**src/rtl/fr_pkg.sv**
```systemverilog
package fr_pkg;
  // Modular increment of a ring index: (a + b) reduced once by depth.
  function automatic logic [31:0] fr_wrap(input logic [31:0] a,
                                          input logic [31:0] b,
                                          input logic [31:0] depth);
    logic [31:0] s;
    s = a + b;
    if (s >= depth) s = s - depth;
    return s;
  endfunction
endpackage

```
**src/rtl/fr_capture.sv**
```systemverilog
module fr_capture
  import fr_pkg::*;
#(
  parameter int DEPTH = 16,
  localparam int PW = $clog2(DEPTH),
  localparam int CW = $clog2(DEPTH + 1)
) (
  input  logic          clk,
  input  logic          rst_n,
  input  logic          rec_valid,
  input  logic          trig_in,
  input  logic          rearm,
  output logic          we,
  output logic [PW-1:0] wr_ptr,
  output logic [CW-1:0] fill,
  output logic [PW-1:0] oldest,
  output logic          frozen
);
  logic [PW-1:0] wr_ptr_q, wr_ptr_d;
  logic [CW-1:0] fill_q, fill_d;
  logic          frozen_q, frozen_d;

  always_comb begin
    we       = rec_valid & ~frozen_q & ~rearm;
    wr_ptr_d = wr_ptr_q;
    fill_d   = fill_q;
    frozen_d = frozen_q;
    if (rearm) begin
      wr_ptr_d = '0;
      fill_d   = '0;
      frozen_d = 1'b0;
    end else if (!frozen_q) begin
      if (we) begin
        wr_ptr_d = PW'(fr_wrap(32'(wr_ptr_q), 32'd1, 32'(DEPTH)));
        if (fill_q != CW'(DEPTH)) fill_d = fill_q + 1'b1;
      end
      if (trig_in) frozen_d = 1'b1;
    end
  end

  always_ff @(posedge clk or negedge rst_n) begin
    if (!rst_n) begin
      wr_ptr_q <= '0;
      fill_q   <= '0;
      frozen_q <= 1'b0;
    end else begin
      wr_ptr_q <= wr_ptr_d;
      fill_q   <= fill_d;
      frozen_q <= frozen_d;
    end
  end

  assign wr_ptr = wr_ptr_q;
  assign fill   = fill_q;
  assign frozen = frozen_q;
  assign oldest = (fill_q == CW'(DEPTH)) ? wr_ptr_q : '0;

  assert_trig_freezes_R4: assert property (@(posedge clk) disable iff (!rst_n)
    (trig_in && !rearm) |=> frozen_q);
  assert_frozen_holds_R5: assert property (@(posedge clk) disable iff (!rst_n)
    (frozen_q && !rearm) |=> (frozen_q && $stable(wr_ptr_q) && $stable(fill_q)));
  assert_rearm_empties_R9: assert property (@(posedge clk) disable iff (!rst_n)
    rearm |=> (!frozen_q && fill_q == '0));
  assert_fill_bounded_R3: assert property (@(posedge clk) disable iff (!rst_n)
    fill_q <= CW'(DEPTH));
endmodule

```
**src/rtl/fr_store.sv**
```systemverilog
module fr_store #(
  parameter int DEPTH = 16,
  parameter int E     = 14,
  localparam int PW = $clog2(DEPTH)
) (
  input  logic          clk,
  input  logic          rst_n,
  input  logic          we,
  input  logic [PW-1:0] wr_ptr,
  input  logic [E-1:0]  wr_data,
  input  logic [PW-1:0] rd_ptr,
  output logic [E-1:0]  rd_data
);
  logic [DEPTH*E-1:0] flat;

  for (genvar g = 0; g < DEPTH; g++) begin : g_slot
    logic [E-1:0] q;
    logic         en;
    assign en = we && (wr_ptr == PW'(g));
    always_ff @(posedge clk or negedge rst_n) begin
      if (!rst_n)  q <= '0;
      else if (en) q <= wr_data;
    end
    assign flat[g*E +: E] = q;
  end

  assign rd_data = flat[rd_ptr*E +: E];
endmodule

```
**src/rtl/fr_unload.sv**
```systemverilog
module fr_unload
  import fr_pkg::*;
#(
  parameter int DEPTH = 16,
  parameter int E     = 14,
  localparam int PW = $clog2(DEPTH),
  localparam int CW = $clog2(DEPTH + 1),
  localparam int BW = $clog2(E)
) (
  input  logic          clk,
  input  logic          rst_n,
  input  logic          frozen,
  input  logic          rearm,
  input  logic          scan_en,
  input  logic [CW-1:0] fill,
  input  logic [PW-1:0] oldest,
  input  logic [E-1:0]  rd_word,
  output logic [PW-1:0] rd_ptr,
  output logic          scan_out
);
  logic [CW-1:0] cnt_q, cnt_d;
  logic [BW-1:0] bit_q, bit_d;
  logic          done, adv;

  always_comb begin
    done   = (cnt_q >= fill);
    adv    = frozen & scan_en & ~done & ~rearm;
    rd_ptr = PW'(fr_wrap(32'(oldest), 32'(cnt_q), 32'(DEPTH)));
    cnt_d  = cnt_q;
    bit_d  = bit_q;
    if (rearm) begin
      cnt_d = '0;
      bit_d = '0;
    end else if (adv) begin
      if (bit_q == BW'(E - 1)) begin
        bit_d = '0;
        cnt_d = cnt_q + 1'b1;
      end else begin
        bit_d = bit_q + 1'b1;
      end
    end
    scan_out = (frozen && !done) ? rd_word[bit_q] : 1'b0;
  end

  always_ff @(posedge clk or negedge rst_n) begin
    if (!rst_n) begin
      cnt_q <= '0;
      bit_q <= '0;
    end else begin
      cnt_q <= cnt_d;
      bit_q <= bit_d;
    end
  end

  assert_unload_within_fill_R8: assert property (@(posedge clk) disable iff (!rst_n)
    cnt_q <= fill);
  assert_armed_no_shift_R7: assert property (@(posedge clk) disable iff (!rst_n)
    (!frozen && !rearm) |=> $stable(cnt_q) && $stable(bit_q));
  assert_armed_quiet_R7: assert property (@(posedge clk) disable iff (!rst_n)
    !frozen |-> !scan_out);
  assert_bit_index_R6: assert property (@(posedge clk) disable iff (!rst_n)
    bit_q < BW'(E));
endmodule

```
**src/rtl/footprint_recorder.sv**
```systemverilog
module footprint_recorder #(
  parameter int TAG_W = 8,
  parameter int AUX_W = 6,
  parameter int DEPTH = 16,
  localparam int E  = TAG_W + AUX_W,
  localparam int PW = $clog2(DEPTH),
  localparam int CW = $clog2(DEPTH + 1)
) (
  input  logic             clk,
  input  logic             rst_n,
  input  logic             rec_valid,
  input  logic [TAG_W-1:0] rec_tag,
  input  logic [AUX_W-1:0] rec_aux,
  input  logic             trig_in,
  input  logic             rearm,
  input  logic             scan_en,
  output logic             scan_out,
  output logic             frozen
);
  logic          we;
  logic [PW-1:0] wr_ptr, oldest, rd_ptr;
  logic [CW-1:0] fill;
  logic [E-1:0]  rd_word;

  fr_capture #(.DEPTH(DEPTH)) u_capture (
    .clk(clk), .rst_n(rst_n), .rec_valid(rec_valid), .trig_in(trig_in),
    .rearm(rearm), .we(we), .wr_ptr(wr_ptr), .fill(fill), .oldest(oldest),
    .frozen(frozen)
  );

  fr_store #(.DEPTH(DEPTH), .E(E)) u_store (
    .clk(clk), .rst_n(rst_n), .we(we), .wr_ptr(wr_ptr),
    .wr_data({rec_tag, rec_aux}), .rd_ptr(rd_ptr), .rd_data(rd_word)
  );

  fr_unload #(.DEPTH(DEPTH), .E(E)) u_unload (
    .clk(clk), .rst_n(rst_n), .frozen(frozen), .rearm(rearm),
    .scan_en(scan_en), .fill(fill), .oldest(oldest), .rd_word(rd_word),
    .rd_ptr(rd_ptr), .scan_out(scan_out)
  );

  assert_write_lands_R2: assert property (@(posedge clk) disable iff (!rst_n)
    (rec_valid && !frozen && !rearm) |=> fill != '0);
endmodule

```
**config.mk**
```make
export PLATFORM = sky130hd
export DESIGN_NAME = footprint_recorder
export DESIGN_NICKNAME = d
export VERILOG_FILES = /design/src/rtl/fr_pkg.sv /design/src/rtl/fr_capture.sv /design/src/rtl/fr_store.sv /design/src/rtl/fr_unload.sv /design/src/rtl/footprint_recorder.sv
export SDC_FILE = /design/constraint.sdc
export NUM_CORES = 1
export LEC_CHECK = 0
export BUFFER_PORTS_ARGS = -buffer_cell sky130_fd_sc_hd__buf_2
export CAP_MARGIN = 20
export CORE_ASPECT_RATIO = 1.5
export CORE_MARGIN = 2
export CORE_UTILIZATION = 65
export DETAILED_ROUTE_END_ITERATION = 7
export PLACE_DENSITY = 0.92
export SLEW_MARGIN = 5
export SYNTH_ARGS = -nofsm -noshare
export SYNTH_HDL_FRONTEND = slang
export SYNTH_SLANG_ARGS = --single-unit
```
**constraint.sdc**
```tcl
create_clock -name clk -period 7.88 [get_ports clk]
set_input_delay 0.394 -clock clk [delete_from_list [all_inputs] [get_ports clk]]
set_output_delay 0.394 -clock clk [all_outputs]
set_load 0.01 [all_outputs]
```
Word-level counts from Yosys, hierarchy flattened
Cells that the tools add are included. Widths: inputs -> output; s select.

Add/subtract/negate cells: 7. Multiply operators: 1. Order comparisons: 4. Equal/unequal tests: 19. Shifts and indexed selects: 1. Multiplexer cells: 22. Bitwise operators: 8. Reductions and logical operators: 26.

Operators with widths (number): $shiftx 224x9->14 (1); $eq 4x4->1 const B (9); $mux 4 (9); $mux 5 (7); $logic_and 1x1->1 (17); $eq 4x3->1 const B (4); $add 5x1->5 const B (2); $eq 4x2->1 const B (2); $reduce_bool 2->1 (4); $sub 4x1->4 const B (2); $mul 4x3->7 const B (1); $add 4x5->6 (1); $ge 6x5->1 const B (1); $add 4x1->5 const B (1); $and 1x1->1 (5); $eq 5x5->1 const B (1); $ge 5x5->1 (1); $ge 5x5->1 const B (1); $lt 4x5->1 const B (1); $mux 1 (5); $ne 5x5->1 const B (1); $add 4x1->4 const B (1); $bmux 1 s4 (1); $eq 4x1->1 const B (1); 6 further kinds (9).

Bits in registers: 243. Input bits: 20. Output and inout bits: 2. Logic and storage cells: 109.

Depth between registers and ports, before layout
Gate-level depths: netlist of the first run.

Word-level depth: 10. Depth in mapped cells: 15. Gate-level depth less buffers: 14.

Modules after synthesis
From an unflattened synthesis of the first run, not the netlist that was laid out.

Cell total of the unflattened synthesis: 776. Area total of the unflattened synthesis: 11441.0 um^2.

By module, submodules not included: fr_store (times used 1, cells an instance 624, area an instance 10017.1 um^2, sequential area each 5605.4 um^2); fr_unload (times used 1, cells an instance 95, area an instance 865.8 um^2, sequential area each 225.2 um^2); fr_capture (times used 1, cells an instance 57, area an instance 558.0 um^2, sequential area each 250.2 um^2).

Worst setup path before layout of the first run
Ideal clock, no wire load.

Kind: reg-to-output. Start point: register u_capture.fill_q[0] (netlist: u_capture.fill[0]). End point: output scan_out. Data arrival time: 3.373 ns. Required time: 7.486 ns. Path slack: 4.113 ns. Stages on the path, launching flop included: 15. Path buffers: 2. Cells stage by stage: dfrtp_1 > inv_1 > ha_1 > nand4bb_4 > nor2_1 > ha_1 > fa_1 > buf_4 > clkbuf_1 > mux4_2 > mux2i_1 > mux4_2 > nor3_1 > nor4_1 > a311oi_1.

Word-level cells in the longest chain between the ends: 10. Elaborated cells on any way between the ends: 14. Those cells by class: add/sub (2); mul (1); order compare (2); eq/ne (1); shift (1); mux (5); reduce/logical (2).

Ends and longest elaborated chain: start: declaration (RTL line fr_capture.sv:20) `logic [CW-1:0] fill_q, fill_d;`; start signal: assignment (RTL line fr_capture.sv:48) `fill_q <= fill_d;`; $eq 5x5->1 (RTL line fr_capture.sv:56) `assign oldest = (fill_q == CW'(DEPTH)) ? wr_ptr_q : '0;`; $mux 4 (RTL line fr_capture.sv:56); $add 4x5->6 (RTL line fr_pkg.sv:7) `s = a + b;`; $ge 6x5->1 / $sub 4x1->4 (equally long branches) (RTL line fr_pkg.sv:8) `if (s >= depth) s = s - depth;`; $mux 4 (RTL line fr_pkg.sv:8); $mul 4x3->7 (RTL line fr_store.sv:27) `assign rd_data = flat[rd_ptr*E +: E];`; $shiftx 224x9->14 (RTL line fr_store.sv:27); $bmux 1 s4 (RTL line fr_unload.sv:42) `scan_out = (frozen && !done) ? rd_word[bit_q] : 1'b0;`; $mux 1 (not written as such) (RTL line fr_unload.sv:42); $mux 1 (*) (RTL line fr_unload.sv:42); end: declaration (RTL line footprint_recorder.sv:17) `output logic scan_out,`.

Every way passes the cells marked *; elsewhere a longest branch is shown, timed or not. The select of a mux whose other input is x is not followed.

Worst setup path after layout of the first run
Ends and elaborated chain as after synthesis.

==> flow_summary.html, run 1 <==
<table>
<tr><th>Metric</th><th>Value</th></tr>
<tr><th colspan="2">Logic synthesis</th></tr>
<tr><td>Number of synthesis warnings</td><td>0</td></tr>
<tr><td>Cell Area, Synth</td><td>approximately 12,000 µm²</td></tr>
<tr><td>Cell count after synthesis</td><td>792</td></tr>
<tr><td>Avg Synthesized Cell Area</td><td>14.6 µm²</td></tr>
<tr><td>Syn Nets</td><td>830</td></tr>
<tr><td>Synthesized flop and latch total</td><td>243</td></tr>
<tr><td>Number of enable-type register cells in the synthesized netlist</td><td>0</td></tr>
<tr><td>Proportion of register bits with asynchronous set or reset after synthesis</td><td>100%</td></tr>
<tr><td>Primary FF master, synth</td><td>sky130_fd_sc_hd__dfrtp_1</td></tr>
<tr><td>Number of distinct library cells after synthesis</td><td>51</td></tr>
<tr><td>Fraction of the yosys area taken by sequential cells</td><td>52.5%</td></tr>
<tr><th colspan="2">Power</th></tr>
<tr><td>Power per unit of standard cell area</td><td>217 nW/µm²</td></tr>
<tr><td>Clock group share of total power</td><td>41.3%</td></tr>
<tr><td>Combinational cell fraction of total power</td><td>8.4%</td></tr>
<tr><td>Standby leakage power</td><td>0.00593 µW</td></tr>
<tr><td>Post-layout power</td><td>2740 µW</td></tr>
<tr><td>Pint</td><td>roughly 2100 µW</td></tr>
<tr><td>Net switching power</td><td>618 µW</td></tr>
<tr><td>Sequential Power Share</td><td>about half</td></tr>
<tr><td>Fraction of power spent switching nets</td><td>22.5%</td></tr>
<tr><td>IR drop worst, VDD</td><td>about 150 µV</td></tr>
<tr><th colspan="2">Clock tree</th></tr>
<tr><td>Number of buffers between clock root and the deepest sink</td><td>3</td></tr>
<tr><td>CTS sink cnt</td><td>243</td></tr>
<tr><td>Root Driver</td><td>sky130_fd_sc_hd__clkbuf_16</td></tr>
<tr><td>TritonCTS buffer count</td><td>22</td></tr>
<tr><td>CTS H-tree depth</td><td>1</td></tr>
<tr><td>Clock latency at the later pin of the worst-skew pair</td><td>between 0.5 and 0.6 ns</td></tr>
<tr><td>TritonCTS clock tree</td><td>done</td></tr>
<tr><td>CTS clock-pin slew for the worst setup and hold paths</td><td>0.07 ns</td></tr>
<tr><th colspan="2">Final layout</th></tr>
<tr><td>Total of fill cells in the finished design</td><td>983</td></tr>
<tr><td>Share of cells above drive strength 1</td><td>between 40% and 50%</td></tr>
<tr><td>Final instance count without filler cells</td><td>1,025</td></tr>
<tr><td>Layout Nets</td><td>837</td></tr>
<tr><td>Relative area change from synthesis to final layout</td><td>8.93%</td></tr>
<tr><td>Leading cell type in the layout, fill and taps excluded</td><td>sky130_fd_sc_hd__dfrtp_1</td></tr>
<tr><td>Highest-count cells in the layout ignoring fill and taps</td><td>sky130_fd_sc_hd__dfrtp_1, sky130_fd_sc_hd__mux2_2, sky130_fd_sc_hd__mux4_2</td></tr>
<tr><th colspan="2">Placement</th></tr>
<tr><td>Number of cells in the design after placement</td><td>985</td></tr>
<tr><td>Number of buffers inserted by port buffering</td><td>21</td></tr>
<tr><td>Routability-driven placement congestion ratio</td><td>roughly 0.81</td></tr>
<tr><td>Post-DP HPWL</td><td>about 17 mm</td></tr>
<tr><th colspan="2">Floorplan</th></tr>
<tr><td>Die Footprint</td><td>18,900 µm²</td></tr>
<tr><td>Height of the chip</td><td>around 170 µm</td></tr>
<tr><td>Area of the core</td><td>17,400 µm²</td></tr>
<tr><td>Initial standard-cell utilization of the core</td><td>66.4%</td></tr>
<tr><td>Row Count</td><td>59</td></tr>
<tr><td>Number of primary I/O pins</td><td>22</td></tr>
<tr><td>Width of the die</td><td>113 µm</td></tr>
<tr><th colspan="2">STA</th></tr>
<tr><td>Final setup violation count</td><td>0</td></tr>
<tr><td>Max_slew headroom</td><td>between 20% and 30%</td></tr>
<tr><td>Slew Limit Fails</td><td>0</td></tr>
<tr><td>Final Skew</td><td>0.0105 ns</td></tr>
<tr><td>Final number of hold-violating endpoints</td><td>0</td></tr>
<tr><td>Top achievable clock speed</td><td>187 MHz</td></tr>
<tr><td>Worst-Margin Slew</td><td>1.20 ns</td></tr>
<tr><td>Setup total negative slack</td><td>0 ns</td></tr>
<tr><td>Fin crit share</td><td>68.0%</td></tr>
<tr><td>Final critical delay including setup and external delays</td><td>about 5.4 ns</td></tr>
<tr><td>Setup repair after global routing missed its margin</td><td>false</td></tr>
<tr><th colspan="2">Setup path</th></tr>
<tr><td>Type of the setup path with the least slack</td><td>flop to output pin</td></tr>
<tr><td>Critical path required time</td><td>between 7 and 8 ns</td></tr>
<tr><td>Sort of element at the start of the critical path</td><td>flop</td></tr>
<tr><td>Critical path endpoint category</td><td>output pin</td></tr>
<tr><td>Worst-path fanout max</td><td>34</td></tr>
<tr><td>Data arrival at the endpoint of the critical path</td><td>4.96 ns</td></tr>
<tr><th colspan="2">GRT</th></tr>
<tr><td>All-Layer GR Usage</td><td>29.9%</td></tr>
<tr><td>Overall overflow remaining after global route</td><td>0</td></tr>
<tr><td>Number of global-route vias before repair</td><td>a little under 8,000</td></tr>
<tr><td>First-pass GRT wire length</td><td>43.5 mm</td></tr>
<tr><td>Maximum number of pins on one net before global-route repair</td><td>122</td></tr>
<tr><td>Number of antenna violations at the first check in global routing</td><td>1</td></tr>
<tr><th colspan="2">Routing</th></tr>
<tr><td>DRC violations left</td><td>3</td></tr>
<tr><td>Overall via count from detail_route</td><td>7,221</td></tr>
<tr><td>Wire per inst</td><td>26.7 µm</td></tr>
<tr><td>Post-route antenna net violation count</td><td>0</td></tr>
<tr><td>DR vias/cell</td><td>a little over 7</td></tr>
<tr><td>Number of search-and-repair iterations in the first detailed-routing pass</td><td>8</td></tr>
<tr><td>Iteration-0 DRC Markers</td><td>825</td></tr>
<tr><td>Final WL</td><td>27.4 mm</td></tr>
<tr><th colspan="2">Status</th></tr>
<tr><td>Status</td><td>finished, violations left</td></tr>
<tr><td>Violations in the final reports</td><td>DRC</td></tr>
<tr><th colspan="2">Job</th></tr>
<tr><td>Max-cap violations</td><td>0</td></tr>
<tr><th colspan="2">Hold path</th></tr>
<tr><td>Class of the tightest hold or removal check</td><td>input pin to flop</td></tr>
</table>
==> power by group through the flow <==
stage / clock [µW] / sequential [µW] / combinational (µW)
finish: 1130 / 1380 / 231
global route: 1190 / 1380 / 250
CTS: 1140 / 1380 / 231
detailed placement: 0 / 1400 / 227
global placement: 0 / 1390 / 211
floorplan: 0 / 1380 / 156
==> flip-flops by register name, summed over array words and instances, names as in the netlist <==
register / cells
u_capture.fill: 5
u_capture.frozen: 1
u_capture.wr_ptr: 4
u_store.g_slot.q: 224
u_unload.bit_q: 4
u_unload.cnt_q: 5
==> per-layer routing <==
layer | wire length, µm | up-vias | track usage (%)
met1 | 10100 | 3768 | 37.1
met3 | 1930 | 127 | 6.23
met2 | 14000 | 393 | 50.0
li1 | - | 2933 | -
met5 | 0 | - | 0
met4 | 1380 | 0 | 15.1
==> worst max-delay path: stages, from the launching register on <==
cell and delay (ns):
sky130_fd_sc_hd__dfrtp_1 0.45, sky130_fd_sc_hd__inv_1 0.08, sky130_fd_sc_hd__ha_1 0.24, sky130_fd_sc_hd__nand4bb_4 0.12
sky130_fd_sc_hd__nor2_1 0.07, sky130_fd_sc_hd__ha_4 0.17, sky130_fd_sc_hd__fa_2 0.98, sky130_fd_sc_hd__buf_4 0.55
sky130_fd_sc_hd__mux4_2 0.31, sky130_fd_sc_hd__mux2i_1 0.08, sky130_fd_sc_hd__mux4_2 0.50, sky130_fd_sc_hd__nor3_1 0.18
sky130_fd_sc_hd__nor4_1 0.09, sky130_fd_sc_hd__a311oi_1 0.39, sky130_fd_sc_hd__buf_2 0.22
==> cell usage after synthesis (4+ instances only) <==
library cell                number  area [µm²]
sky130_fd_sc_hd__a2111oi_0       4        35.0
sky130_fd_sc_hd__a21o_1          4        30.0
sky130_fd_sc_hd__a21oi_1        11        55.1
sky130_fd_sc_hd__buf_4           7        52.6
sky130_fd_sc_hd__clkbuf_1       40         150
sky130_fd_sc_hd__dfrtp_1       243        6080
sky130_fd_sc_hd__ha_1           17         213
sky130_fd_sc_hd__inv_1          15        56.3
sky130_fd_sc_hd__mux2_2        224        2520
sky130_fd_sc_hd__mux2i_1        14         140
sky130_fd_sc_hd__mux4_2         59        1330
sky130_fd_sc_hd__nand2_1        32         120
sky130_fd_sc_hd__nand3_1        15        75.1
sky130_fd_sc_hd__nand4_1         7        43.8
sky130_fd_sc_hd__nor2_1         31         116
sky130_fd_sc_hd__nor3_1          5        25.0
sky130_fd_sc_hd__o21ai_0         7        35.0
sky130_fd_sc_hd__xnor2_1        10        87.6
==> logic make-up (layout without fill, tap and decap cells) <==
family	Yosys count	in the layout	share of synthesized area, %
other	0	1	0
DFF	243	243	52.5
xor gates and xnor gates	12	12	0.973
adders and majority gates	18	18	2.01
AOI/OAI and AO/OA	41	41	2.45
buffers and inverters	66	85	2.52
and+or+nand+nor	115	115	5.03
muxes	297	297	34.5
==> final timing paths <==
path | to | startpoint | slack [ns] | cells past startpoint
min in group asynchronous | u_store.g_slot[1].q[13]$_DFFE_PN0P_ | rst_n | 0.53 | 2
max reg2reg | u_store.g_slot[0].q[12]$_DFFE_PN0P_ | u_capture.frozen$_DFF_PN0_ | 4.69 | 4
min reg2reg | u_store.g_slot[14].q[5]$_DFFE_PN0P_ | u_store.g_slot[14].q[5]$_DFFE_PN0P_ | 0.50 | 1
min | u_capture.frozen$_DFF_PN0_ | trig_in | 0.11 | 3
max in group asynchronous | u_store.g_slot[10].q[10]$_DFFE_PN0P_ | rst_n | 5.20 | 4
max | scan_out | u_capture.fill[0]$_DFFE_PN0P_ | 2.53 | 14
==> timing repair <==
| item | 4_1_cts | 5_1_grt |
|---|---|---|
| setup buffers | 0 | 0 |
| hold buffers | 1 | 0 |
| hold endpoints to repair | 14 | 0 |
| resized for setup | 0 | 0 |
==> stage by stage <==
stage               setup WS [ns]  hold slack (ns)  util, %  instance area, µm²
finish                       2.53            0.109     72.4               12600
global route                 2.39            0.136     72.4               12600
CTS                          2.63            0.110     72.2               12600
detailed placement           3.18            0.488     67.8               11800
global placement             3.27            0.481     67.8               11800
floorplan                    4.11           0.0984        -               11600
==> area by class of cell <==
type | instances | area, µm² | area share [%]
diodes | 1 | 2.50 | 0.0198
clock buffers | 31 | 656 | 5.20
clock inverters | 5 | 103 | 0.814
inverters | 15 | 56.3 | 0.447
multi-input cells | 483 | 5220 | 41.4
flip-flops and latches | 243 | 6080 | 48.2
well taps | 213 | 267 | 2.11
repair buffers | 34 | 226 | 1.80
Power figures use the tool's default switching activity.
==> run 2: changes to the inputs <==
--- a/config.mk
+++ b/config.mk
@@ -9,9 +9,9 @@
 export CAP_MARGIN = 20
 export CORE_ASPECT_RATIO = 1.5
 export CORE_MARGIN = 2
-export CORE_UTILIZATION = 65
+export CORE_UTILIZATION = 63
 export DETAILED_ROUTE_END_ITERATION = 7
-export PLACE_DENSITY = 0.92
+export PLACE_DENSITY = 0.9
 export SLEW_MARGIN = 5
 export SYNTH_ARGS = -nofsm -noshare
 export SYNTH_HDL_FRONTEND = slang
==> constraint.sdc (replaced) <==
create_clock -name clk -period 5.2 [get_ports clk]
set_input_delay 0.26 -clock clk [delete_from_list [all_inputs] [get_ports clk]]
set_output_delay 0.26 -clock clk [all_outputs]
set_load 0.01 [all_outputs]
==> run 2 against run 1 <==
Against the previous run:
- the run now ends clean
- cell area grew 0.40%
- core utilization is 1.8 points lower
- cell count increased by 1.1%
- global-route usage increased by 0.098 points
- worst setup slack got worse by 2.3 ns
- critical path depth did not move
- flip-flop and latch count did not move
- wire length is 3.0% higher
- combinational power grew 52%
- largest power group unchanged
- highest routed layer unchanged
==> flow_summary.html, run 2 (synthesis gave the netlist of run 1 again) <==
<table>
<tr><th>Metric</th><th>Value</th></tr>
<tr><th colspan="2">Status</th></tr>
<tr><td>Status</td><td>complete, no violations</td></tr>
<tr><th colspan="2">Power</th></tr>
<tr><td>Power per unit of standard cell area</td><td>328 nW/µm²</td></tr>
<tr><td>IR drop worst, VDD</td><td>around 250 µV</td></tr>
<tr><td>Standby leakage power</td><td>0.00596 µW</td></tr>
<tr><th colspan="2">Setup path</th></tr>
<tr><td>Worst r2r dst</td><td>u_store.g_slot[0].q[3]$_DFFE_PN0P_</td></tr>
<tr><td>Sort of element at the start of the critical path</td><td>flop</td></tr>
<tr><td>Register-to-register setup slack</td><td>a little over 2 ns</td></tr>
<tr><td>Critical path endpoint category</td><td>output pin</td></tr>
<tr><td>Launching point of the worst reg2reg path</td><td>u_capture.frozen$_DFF_PN0_</td></tr>
<tr><td>Category of cells accounting for the largest share of critical-path delay</td><td>adder cells</td></tr>
<tr><td>Cell type of the slowest stage on the worst timing path</td><td>sky130_fd_sc_hd__fa_2</td></tr>
<tr><td>Worst path most repeated cell</td><td>sky130_fd_sc_hd__mux4_2</td></tr>
<tr><td>Worst-path fanout max</td><td>23</td></tr>
<tr><td>Critical path required time</td><td>4.94 ns</td></tr>
<tr><td>Cell count of the worst reg-to-reg path</td><td>4</td></tr>
<tr><td>Worst stage delay on the critical path</td><td>approximately 0.80 ns</td></tr>
<tr><td>Worst path bufs/invs</td><td>3</td></tr>
<tr><td>Data arrival at the endpoint of the critical path</td><td>between 4 and 5 ns</td></tr>
<tr><td>Ordered cell list for the critical path</td><td>inv_1 -&gt; ha_1 -&gt; nand4bb_4 -&gt; nor2_1 -&gt; ha_4 -&gt; fa_2 -&gt; buf_4 -&gt; mux4_2 -&gt; mux2i_1 -&gt; mux4_2 -&gt; nor3_1 -&gt; nor4_1 -&gt; a311oi_1 -&gt; buf_2</td></tr>
<tr><td>Type of the setup path with the least slack</td><td>flop to output pin</td></tr>
<tr><th colspan="2">Routing</th></tr>
<tr><td>Final WL</td><td>28.2 mm</td></tr>
<tr><td>Iteration-0 DRC Markers</td><td>684</td></tr>
<tr><td>DR vias/cell</td><td>7.03</td></tr>
<tr><td>Post-route antenna net violation count</td><td>0</td></tr>
<tr><td>Wire per inst</td><td>about 27 µm</td></tr>
<tr><td>DRC violations left</td><td>0</td></tr>
<tr><td>Overall via count from detail_route</td><td>7,282</td></tr>
<tr><td>Number of search-and-repair iterations in the first detailed-routing pass</td><td>7</td></tr>
<tr><th colspan="2">Floorplan</th></tr>
<tr><td>Initial standard-cell utilization of the core</td><td>between 60% and 70%</td></tr>
<tr><td>Die Footprint</td><td>between 15,000 and 20,000 µm²</td></tr>
<tr><td>Row Count</td><td>60</td></tr>
<tr><td>Area of the core</td><td>about 18,000 µm²</td></tr>
<tr><td>Width of the die</td><td>115 µm</td></tr>
<tr><td>Number of primary I/O pins</td><td>22</td></tr>
<tr><td>Height of the chip</td><td>around 170 µm</td></tr>
<tr><th colspan="2">Clock tree</th></tr>
<tr><td>Number of buffers between clock root and the deepest sink</td><td>3</td></tr>
<tr><td>TritonCTS buffer count</td><td>24</td></tr>
<tr><td>TritonCTS clock tree</td><td>done</td></tr>
<tr><td>CTS H-tree depth</td><td>1</td></tr>
<tr><td>CTS clock-pin slew for the worst setup and hold paths</td><td>around 0.060 ns</td></tr>
<tr><td>CTS sink cnt</td><td>243</td></tr>
<tr><td>Clock latency at the later pin of the worst-skew pair</td><td>0.52 ns</td></tr>
<tr><td>Postcts setup bufs</td><td>0</td></tr>
<tr><td>Root Driver</td><td>sky130_fd_sc_hd__clkbuf_16</td></tr>
<tr><th colspan="2">STA</th></tr>
<tr><td>Top achievable clock speed</td><td>201 MHz</td></tr>
<tr><td>Setup total negative slack</td><td>0 ns</td></tr>
<tr><td>Final number of hold-violating endpoints</td><td>0</td></tr>
<tr><td>Final Skew</td><td>0.0106 ns</td></tr>
<tr><td>Worst-Margin Slew</td><td>1.19 ns</td></tr>
<tr><td>Final setup violation count</td><td>0</td></tr>
<tr><td>Setup repair after global routing missed its margin</td><td>false</td></tr>
<tr><td>Slack of the critical path</td><td>0.226 ns</td></tr>
<tr><td>Slew Limit Fails</td><td>0</td></tr>
<tr><td>Final critical delay including setup and external delays</td><td>between 4 and 5 ns</td></tr>
<tr><td>Max_slew headroom</td><td>20.1%</td></tr>
<tr><td>Fin crit share</td><td>95.7%</td></tr>
<tr><th colspan="2">Final layout</th></tr>
<tr><td>Relative area change from synthesis to final layout</td><td>9.36%</td></tr>
<tr><td>Total of fill cells in the finished design</td><td>1,048</td></tr>
<tr><td>Register with the most flip-flops</td><td>u_store.g_slot.q</td></tr>
<tr><td>Share of cells above drive strength 1</td><td>44.5%</td></tr>
<tr><td>Leading cell type in the layout, fill and taps excluded</td><td>sky130_fd_sc_hd__dfrtp_1</td></tr>
<tr><td>Highest-count cells in the layout ignoring fill and taps</td><td>sky130_fd_sc_hd__dfrtp_1, sky130_fd_sc_hd__mux2_2, sky130_fd_sc_hd__mux4_2</td></tr>
<tr><td>Flip-flop count of the largest register, all copies and words added</td><td>224</td></tr>
<tr><td>Layout Nets</td><td>841</td></tr>
<tr><th colspan="2">GRT</th></tr>
<tr><td>All-Layer GR Usage</td><td>30.0%</td></tr>
<tr><td>Overall overflow remaining after global route</td><td>0</td></tr>
<tr><td>First-pass GRT wire length</td><td>about 44 mm</td></tr>
<tr><td>Maximum number of pins on one net before global-route repair</td><td>137</td></tr>
<tr><td>Number of antenna violations at the first check in global routing</td><td>1</td></tr>
<tr><td>Number of global-route vias before repair</td><td>approximately 8,000</td></tr>
<tr><th colspan="2">Placement</th></tr>
<tr><td>Post-Place Setup Slack</td><td>0.905 ns</td></tr>
<tr><td>Post-DP HPWL</td><td>17.4 mm</td></tr>
<tr><td>Number of buffers inserted by port buffering</td><td>21</td></tr>
<tr><td>Routability-driven placement congestion ratio</td><td>0.896</td></tr>
<tr><th colspan="2">Hold path</th></tr>
<tr><td>Terminating pin of the worst hold path</td><td>u_capture.wr_ptr[1]$_DFFE_PN0P_</td></tr>
<tr><td>Hold Crit Start</td><td>rec_valid</td></tr>
<tr><td>Class of the tightest hold or removal check</td><td>input pin to flop</td></tr>
<tr><td>Number of instances on the worst hold path</td><td>4</td></tr>
<tr><th colspan="2">Job</th></tr>
<tr><td>Max-cap violations</td><td>0</td></tr>
</table>
## run 2: area by class of cell
class / count / area (µm²) / area share [%]
sequential: 243 / 6080 / 48.0
timing repair buffer: 36 / 264 / 2.09
antenna: 1 / 2.50 / 0.0198
clock inverter: 7 / 66.3 / 0.524
multi-input combinational: 483 / 5220 / 41.2
clock buffer: 34 / 699 / 5.53
inverter: 15 / 56.3 / 0.445
tap: 217 / 272 / 2.14
## run 2: worst max-delay path by stage
stage / from / to / slack (ns) / cells past startpoint
final: u_capture.fill[0]$_DFFE_PN0P_ / scan_out / 0.23 / 14
after global routing: u_capture.fill[0]$_DFFE_PN0P_ / scan_out / 0.09 / 15
after CTS: u_capture.fill[0]$_DFFE_PN0P_ / scan_out / 0.18 / 15
after detailed placement: u_capture.fill[0]$_DFFE_PN0P_ / scan_out / 0.91 / 14
after global placement: u_capture.fill[0]$_DFFE_PN0P_ / scan_out / 1.02 / 15
after floorplan: u_capture.fill[0]$_DFFE_PN0P_ / scan_out / 1.57 / 14
## run 2: stage by stage
stage | util, % | total power, µW | cell area [µm²] | hold WS [ns] | instances
2_1_floorplan | - | 2320 | 11600 | -0.0356 | 792
3_3_place_gp | 66.0 | 2420 | 11800 | 0.415 | 990
3_5_place_dp | 66.0 | 2460 | 11800 | 0.453 | 990
4_1_cts | 70.3 | 4150 | 12600 | 0.112 | 1033
5_1_grt | 70.6 | 4260 | 12700 | 0.131 | 1036
6_report | 70.6 | 4150 | 12700 | 0.109 | 1036
## run 2: report_power, final
part	total (µW)	leakage (µW)	switching, µW	internal [µW]
Clock	1700	0.000377	721	983
Sequential	2090	0.00332	75.5	2010
Combinational	352	0.00226	169	183
Total	4150	0.00596	966	3180
## run 2: repair_timing
item / 4_1_cts / 5_1_grt
hold buffers: 2 / 0
endpoints found under the setup margin: 0 / 1
hold endpoints to repair: 135 / 0
gates resized for setup: 0 / 1
## run 2: per-layer routing
layer	GRT usage, %	vias to the layer above	routed length (µm)
met5	0	-	0
met4	18.0	0	1870
met3	5.20	150	1960
met2	50.7	403	14400
met1	35.9	3786	9970
li1	-	2943	-
## run 2: worst register-to-register path: stages, from the launching register on
cell and delay, ns:
sky130_fd_sc_hd__dfrtp_1 0.41, sky130_fd_sc_hd__nand2b_1 0.20, sky130_fd_sc_hd__nor2_1 0.70, sky130_fd_sc_hd__nand3_1 1.10
sky130_fd_sc_hd__mux2_2 0.64
